--- config.mk ---
export PLATFORM = sky130hd
export DESIGN_NAME = vreg_port
export DESIGN_NICKNAME = d
export VERILOG_FILES = /design/src/rtl/vreg_pkg.sv /design/src/rtl/vreg_idx_latch.sv /design/src/rtl/vreg_bank.sv /design/src/rtl/vreg_side.sv /design/src/rtl/vreg_rmux.sv /design/src/rtl/vreg_port.sv
export SDC_FILE = /design/constraint.sdc
export NUM_CORES = 1
export LEC_CHECK = 0
export BUFFER_PORTS_ARGS = -buffer_cell sky130_fd_sc_hd__buf_4
export CAP_MARGIN = 20
export CORE_ASPECT_RATIO = 1.1
export CORE_MARGIN = 1.5
export CORE_UTILIZATION = 62
export CTS_CLUSTER_DIAMETER = 200
export DETAILED_ROUTE_END_ITERATION = 10
export PLACE_DENSITY = 0.88
export SYNTH_ARGS = -nofsm -noshare
export SYNTH_HDL_FRONTEND = slang
export SYNTH_HIERARCHICAL = 1
export SYNTH_SLANG_ARGS = --single-unit
--- constraint.sdc ---
create_clock -name clk -period 5.3 [get_ports clk]
set_input_delay 1.06 -clock clk [delete_from_list [all_inputs] [get_ports clk]]
set_output_delay 1.06 -clock clk [all_outputs]
set_load 0.01 [all_outputs]
--- src/rtl/vreg_pkg.sv ---
package vreg_pkg;
   localparam int IDX_W = 7;

   localparam logic [IDX_W-1:0] KON_IDX  = 7'h4C;
   localparam logic [IDX_W-1:0] KOFF_IDX = 7'h5C;
   localparam logic [IDX_W-1:0] FLG_IDX  = 7'h6C;
   localparam logic [IDX_W-1:0] ENDF_IDX = 7'h7C;

   localparam logic [3:0] NIB_ENV  = 4'h8;
   localparam logic [3:0] NIB_WAVE = 4'h9;

   localparam int FLG_SRST_BIT = 7;
   localparam int FLG_MUTE_BIT = 6;
   localparam logic [7:0] FLG_RST_VAL = 8'hE0;

   typedef enum logic [2:0] {
      CLS_PLAIN = 3'd0,
      CLS_ENV   = 3'd1,
      CLS_WAVE  = 3'd2,
      CLS_FLAG  = 3'd3,
      CLS_ENDF  = 3'd4
   } vreg_cls_e;

   function automatic vreg_cls_e vreg_classify(input logic [IDX_W-1:0] idx);
      vreg_cls_e c;
      if (idx[3:0] == NIB_ENV)       c = CLS_ENV;
      else if (idx[3:0] == NIB_WAVE) c = CLS_WAVE;
      else if (idx == FLG_IDX)       c = CLS_FLAG;
      else if (idx == ENDF_IDX)      c = CLS_ENDF;
      else                           c = CLS_PLAIN;
      return c;
   endfunction
endpackage

--- src/rtl/vreg_idx_latch.sv ---
module vreg_idx_latch
   import vreg_pkg::*;
#(
   parameter int IN_W = 8
) (
   input  logic             clk,
   input  logic             rst_n,
   input  logic             load,
   input  logic [IN_W-1:0]  din,
   output logic [IDX_W-1:0] idx
);
   if (IN_W <= IDX_W) begin : g_bad_w
      $error("vreg_idx_latch: IN_W must exceed IDX_W");
   end

   logic unused_hi;
   assign unused_hi = ^din[IN_W-1:IDX_W];

   always_ff @(posedge clk or negedge rst_n) begin
      if (!rst_n)    idx <= '0;
      else if (load) idx <= din[IDX_W-1:0];
   end
endmodule

--- src/rtl/vreg_bank.sv ---
module vreg_bank
   import vreg_pkg::*;
#(
   parameter int DW = 8
) (
   input  logic             clk,
   input  logic             rst_n,
   input  logic             we,
   input  logic [IDX_W-1:0] idx,
   input  logic [DW-1:0]    wdata,
   output logic [DW-1:0]    rdata
);
   localparam int DEPTH = 1 << IDX_W;

   logic [DW-1:0] cell_q [DEPTH];

   for (genvar e = 0; e < DEPTH; e++) begin : g_cell
      logic hit;
      assign hit = we && (idx == IDX_W'(e));
      always_ff @(posedge clk or negedge rst_n) begin
         if (!rst_n)   cell_q[e] <= '0;
         else if (hit) cell_q[e] <= wdata;
      end
   end

   assign rdata = cell_q[idx];
endmodule

--- src/rtl/vreg_side.sv ---
module vreg_side
   import vreg_pkg::*;
#(
   parameter int NV = 8,
   parameter int DW = 8
) (
   input  logic             clk,
   input  logic             rst_n,
   input  logic             we,
   input  logic [IDX_W-1:0] idx,
   input  logic [DW-1:0]    wdata,
   input  logic [NV-1:0]    end_strobe,
   output logic [NV-1:0]    kon_pulse,
   output logic [NV-1:0]    koff_pulse,
   output logic [NV-1:0]    endx,
   output logic [DW-1:0]    flg,
   output logic             mute
);
   logic          kon_hit, koff_hit, flg_hit, endf_hit;
   logic [NV-1:0] kon_now, koff_now, endx_nxt;

   always_comb begin
      kon_hit  = we && (idx == KON_IDX);
      koff_hit = we && (idx == KOFF_IDX);
      flg_hit  = we && (idx == FLG_IDX);
      endf_hit = we && (idx == ENDF_IDX);
      kon_now  = (kon_hit && !flg[FLG_SRST_BIT]) ? wdata[NV-1:0] : '0;
      koff_now = koff_hit ? wdata[NV-1:0] : '0;
      if (endf_hit) endx_nxt = '0;
      else          endx_nxt = (endx | end_strobe) & ~kon_now;
   end

   always_ff @(posedge clk or negedge rst_n) begin
      if (!rst_n) begin
         kon_pulse  <= '0;
         koff_pulse <= '0;
         endx       <= '0;
         flg        <= DW'(FLG_RST_VAL);
      end else begin
         kon_pulse  <= kon_now;
         koff_pulse <= koff_now;
         endx       <= endx_nxt;
         if (flg_hit) flg <= wdata;
      end
   end

   assign mute = flg[FLG_SRST_BIT] | flg[FLG_MUTE_BIT];
endmodule

--- src/rtl/vreg_rmux.sv ---
module vreg_rmux
   import vreg_pkg::*;
#(
   parameter int NV = 8,
   parameter int DW = 8
) (
   input  vreg_cls_e        cls,
   input  logic [2:0]       voice,
   input  logic [DW-1:0]    bank_q,
   input  logic [NV*DW-1:0] env_level,
   input  logic [NV*DW-1:0] wave_level,
   input  logic [DW-1:0]    flg,
   input  logic [NV-1:0]    endx,
   output logic [DW-1:0]    rdata
);
   localparam int VSLOTS = 8;

   logic [DW-1:0] env_a  [VSLOTS];
   logic [DW-1:0] wave_a [VSLOTS];

   for (genvar v = 0; v < VSLOTS; v++) begin : g_slot
      if (v < NV) begin : g_live
         assign env_a[v]  = env_level[v*DW +: DW];
         assign wave_a[v] = wave_level[v*DW +: DW];
      end else begin : g_absent
         assign env_a[v]  = '0;
         assign wave_a[v] = '0;
      end
   end

   always_comb begin
      unique case (cls)
         CLS_ENV:  rdata = env_a[voice];
         CLS_WAVE: rdata = wave_a[voice];
         CLS_FLAG: rdata = flg;
         CLS_ENDF: rdata = DW'(endx);
         default:  rdata = bank_q;
      endcase
   end
endmodule

--- src/rtl/vreg_port.sv ---
module vreg_port
   import vreg_pkg::*;
#(
   parameter int NUM_VOICES = 8,
   parameter int DATA_W     = 8
) (
   input  logic                       clk,
   input  logic                       rst_n,
   input  logic                       sel_we,
   input  logic [7:0]                 sel_data,
   input  logic                       dat_we,
   input  logic [DATA_W-1:0]          dat_wdata,
   output logic [DATA_W-1:0]          dat_rdata,
   input  logic [NUM_VOICES*DATA_W-1:0] env_level,
   input  logic [NUM_VOICES*DATA_W-1:0] wave_level,
   input  logic [NUM_VOICES-1:0]      end_strobe,
   output logic [NUM_VOICES-1:0]      kon_pulse,
   output logic [NUM_VOICES-1:0]      koff_pulse,
   output logic                       mute_all
);
   if (NUM_VOICES < 1 || NUM_VOICES > 8) begin : g_bad_nv
      $error("vreg_port: NUM_VOICES must be 1..8");
   end
   if (DATA_W < 8) begin : g_bad_dw
      $error("vreg_port: DATA_W must be at least 8");
   end

   logic [IDX_W-1:0]      cur_idx;
   vreg_cls_e             cur_cls;
   logic [DATA_W-1:0]     bank_q;
   logic [DATA_W-1:0]     flg_q;
   logic [NUM_VOICES-1:0] endx_q;
   logic                  bank_we;

   vreg_idx_latch #(.IN_W(8)) idx_i (
      .clk   (clk),
      .rst_n (rst_n),
      .load  (sel_we),
      .din   (sel_data),
      .idx   (cur_idx)
   );

   assign cur_cls = vreg_classify(cur_idx);
   assign bank_we = dat_we && (cur_cls == CLS_PLAIN);

   vreg_bank #(.DW(DATA_W)) bank_i (
      .clk   (clk),
      .rst_n (rst_n),
      .we    (bank_we),
      .idx   (cur_idx),
      .wdata (dat_wdata),
      .rdata (bank_q)
   );

   vreg_side #(.NV(NUM_VOICES), .DW(DATA_W)) side_i (
      .clk        (clk),
      .rst_n      (rst_n),
      .we         (dat_we),
      .idx        (cur_idx),
      .wdata      (dat_wdata),
      .end_strobe (end_strobe),
      .kon_pulse  (kon_pulse),
      .koff_pulse (koff_pulse),
      .endx       (endx_q),
      .flg        (flg_q),
      .mute       (mute_all)
   );

   vreg_rmux #(.NV(NUM_VOICES), .DW(DATA_W)) rmux_i (
      .cls        (cur_cls),
      .voice      (cur_idx[6:4]),
      .bank_q     (bank_q),
      .env_level  (env_level),
      .wave_level (wave_level),
      .flg        (flg_q),
      .endx       (endx_q),
      .rdata      (dat_rdata)
   );
endmodule

==> impl_results.md <==
* Min-Delay Path Class: input port to async pin
* Status: complete, but fails checks
* Clock power share at 36.1%
* Crit path top cell by count: buf_12
* P_sw at 0.005698 W
* Layout Utilization at 71.72%
* GRT overflow at 0
* Detailed placement HPWL at 86,640 um
* Antenna violations before repair at 9
* Remaining routing DRC violations at 0
* Internal power at 0.01542 W
* Seq cells post-synth at 1,063
* Share of power burned in registers at 46.1%
* Initial Utilization at 62.51%
* Die Height at 301.5 um
* Startpoint Class: flip-flop
* Switching fraction of total power at 26.98%
* Die width at 274.4 um
* Hold slack at 0.3595 ns
* Critical Path Slowest Stage Cell: a222oi_1
* WP data arrival at 4.38 ns
* Syn Area/Cell at 15.10 sq um
* Hold_buf cts at 0
* Non-Filler Instances at 4,673
* EDFF count, synth at 0
* Vias at 32,266
* IO buf count at 179
* Syn Inst Count at 3,326
* Clock Skew at 0.03222 ns
* Row cnt at 109
* Die ar. at 82,710 sq um
* Min cycle time layout at 5.442 ns
* FMAX at 0.1837 GHz
* First drt pass iteration count at 6
* Register area share after synthesis at 52.98%
* RSZ-0062 raised after global routing: true
* First-pass GRT wire length at 213,700 um
* Core area at 80,330 sq um
* Layout area overhead at 14.72%
* Vias in the first global route at 33,946
* Critical path endpoint category: output pin
* Comb pwr share at 17.8%
* Routed wire per std cell at 31.03 um
* Final WL at 145,000 um
* Gr usage total at 34.85%
* Worst Path Required at 4.24 ns
* CP bufs+invs at 3
* Critical Path Fanout Max at 8
* CTS Sinks at 1,063
* Post-synth cell types at 60
* Mapped Area at 50,220 sq um
* Share of synthesized registers carrying an async set or reset at 100.0%
* Worst-skew pair later-pin latency at 0.71 ns
* Initial DRC Count at 3,705
* I/O pin total at 181
* Clock transition at path regs at 0.06 ns
* CTS tree: built
* Worst-path cell chain: buf_12 > buf_12 > mux4_2 > mux2i_4 > nor2_2 > a211oi_2 > a22oi_2 > mux2_4 > a222oi_1 > o211ai_1 > buf_4
* Slew @ Worst Pin at 1.181 ns
* Largest net degree at the start of global routing at 138
* CP delay by family, top: compound AO/OA/AOI/OAI gates
* Slew Viols, Final at 0
* Syn Nets at 3,482
* Ys flop type: dfrtp_1
* Leakage at 27.14 nW
* Inserted Clock Buffers at 102
* Layout cells sized above 1 at 58.36%
* Max_cap viols at 0
* Maximum vdd drop at 289.3 uV
* Final Setup Violations at 7
* H-tree depth at 3
* PnR worst setup slack at -0.1423 ns
* Warnings from Yosys at 6
* Rel. slew slack at 20.19%
* CP max stage delay at 0.64 ns
* Clock root buffer: clkbuf_16
* Fin nets at 3,686
* Cells after DPL at 4,422
* Power Density at 366.6 nW/um^2
* Max Buffers Root-to-Sink at 3
* DR vias/cell at 6.905
* Final Hold Fails at 0
* Fin crit share at 102.7%
* Final ANT Viol Nets at 0
* Placer Congestion at 0.9655
* Critical Setup Path Class: flip-flop to output pin
* Failing checks: setup timing
[cell usage in the layout (no fill, tap or decap), types with 5 or more instances in the layout]
cell and n:
mux4_2 215, nand2b_1 11, clkinv_2 25, a211oi_1 18, clkbuf_8 18, a21oi_1 11
buf_8 5, mux2_1 5, buf_4 301, a22oi_2 5, nor2b_1 22, bufinv_16 11
dfrtp_1 1054, nor2_2 101, nor3b_1 5, a22oi_1 25, nand3_1 12, buf_16 8
dfrtp_4 5, mux2_4 17, nand2_2 42, a222oi_1 8, mux4_1 8, clkbuf_1 21
o22ai_1 64, and2_1 17, nand2_1 45, mux2i_2 10, a221oi_1 6, nor3_1 21
clkbuf_16 107, nor4_2 6, mux2i_1 71, a22o_1 11, buf_12 26, diode_2 5
nor2_1 24, o211ai_1 9, mux2_2 1135
[layer usage]
layer / routed length [um] / GRT usage [%]
met5: 140 / 0.3509
met1: 51080 / 42.34
met2: 68140 / 54.65
met4: 10830 / 23.69
met3: 14800 / 9.388
[final cells by class]
class	count	area, sq um
Antenna cell	5	12.51
Clock buffer	141	2879
Clock inverter	47	599.3
Fill cell	4570	22720
Multi-Input combinational cell	2012	22840
Sequential cell	1063	26620
Tap cell	1054	1319
Timing Repair Buffer	351	3332
[cell usage after synthesis, types with 5 or more instances]
library cell	n	area share [%]
nand2_1	46	0.34
nand2_2	41	0.51
nand3_1	12	0.12
a22o_1	11	0.19
nand2b_1	11	0.14
a22oi_1	30	0.45
mux2_1	5	0.11
nor4_1	8	0.10
mux4_2	215	9.6
mux2_2	1137	25
and2_1	18	0.22
o211ai_1	9	0.13
nor2_2	99	1.2
nor2b_1	23	0.29
dfrtp_1	1060	53
a21oi_1	15	0.15
nor2_1	26	0.19
clkbuf_1	148	1.1
buf_6	9	0.20
buf_1	13	0.097
mux4_1	8	0.42
o21ai_0	6	0.060
a221oi_1	9	0.16
buf_4	21	0.31
a222oi_1	8	0.16
o22ai_1	68	0.85
mux2i_1	85	1.7
nor3_1	23	0.23
a211oi_1	22	0.33
nor3b_1	5	0.075
buf_2	60	0.60
mux2_4	15	0.45
[kinds of logic (layout without fill, tap and decap cells)]
kind of cell           Yosys count  after routing  share of synthesized area (%)
muxes                         1465           1465                          37.81
and+or+nand+nor                347            347                          4.036
buffers and inverters          251            539                          2.317
other                            0              5                              0
AOI/OAI and AO/OA              200            200                          2.855
DFF                           1063           1063                          52.98
[path summary, 6_finish.rpt]
kind                       cells past startpoint  slack (ns)             endpoint                from
min                                            1        0.36   bank_i/cell_q[767]               rst_n
max                                           11       -0.14         dat_rdata[4]        idx_i/idx[1]
min in group clk                               1        0.49   bank_i/cell_q[892]  bank_i/cell_q[892]
min reg2reg                                    1        0.49   bank_i/cell_q[892]  bank_i/cell_q[892]
max reg2reg                                    9        1.10  bank_i/cell_q[1021]        idx_i/idx[0]
max in group asynchronous                      2        3.53   bank_i/cell_q[861]               rst_n
[power groups by stage]
stage	combinational (W)	clock (W)	sequential, W
2_1_floorplan	0.00232	0	0.00959
3_3_place_gp	0.00321	0	0.00974
3_5_place_dp	0.00333	0	0.00983
4_1_cts	0.00354	0.00759	0.00969
5_1_grt	0.00393	0.00793	0.00983
6_report	0.00376	0.00763	0.00973
[worst reg2reg max path, cell delays in order (launching register included)]
cell,delay (ns)
dfrtp_4,0.52
buf_4,0.19
buf_4,0.23
buf_4,0.28
or3b_1,0.23
o221a_1,0.44
or3b_1,0.52
nor3_4,0.85
nand2_2,0.43
mux2_2,0.41
[repair_timing]
action	CTS	global route
endpoints found under the setup margin	8	8
resized for setup	54	55
pin swaps	8	18
setup buffers	23	26
gates cloned	4	5
[state kept, by name, summed over array words and instances (netlist names)]
name               flops
bank_i/cell_q       1024
side_i/endx            8
side_i/flg             8
side_i/koff_pulse      8
side_i/kon_pulse       8
idx_i/idx              7
[metrics by stage]
stage                     cell area [sq um]  setup WS, ns  TNS [ns]  power, W
after floorplan                       50220         1.480         0   0.01191
after global placement                52870        0.2383         0   0.01295
after detailed placement              52870        0.2016         0   0.01316
after CTS                             56970      -0.03147  -0.03147   0.02081
after global routing                  57610      -0.07639   -0.3822   0.02168
final                                 57610       -0.1423   -0.4285   0.02112
Power figures use the tool's default switching activity.
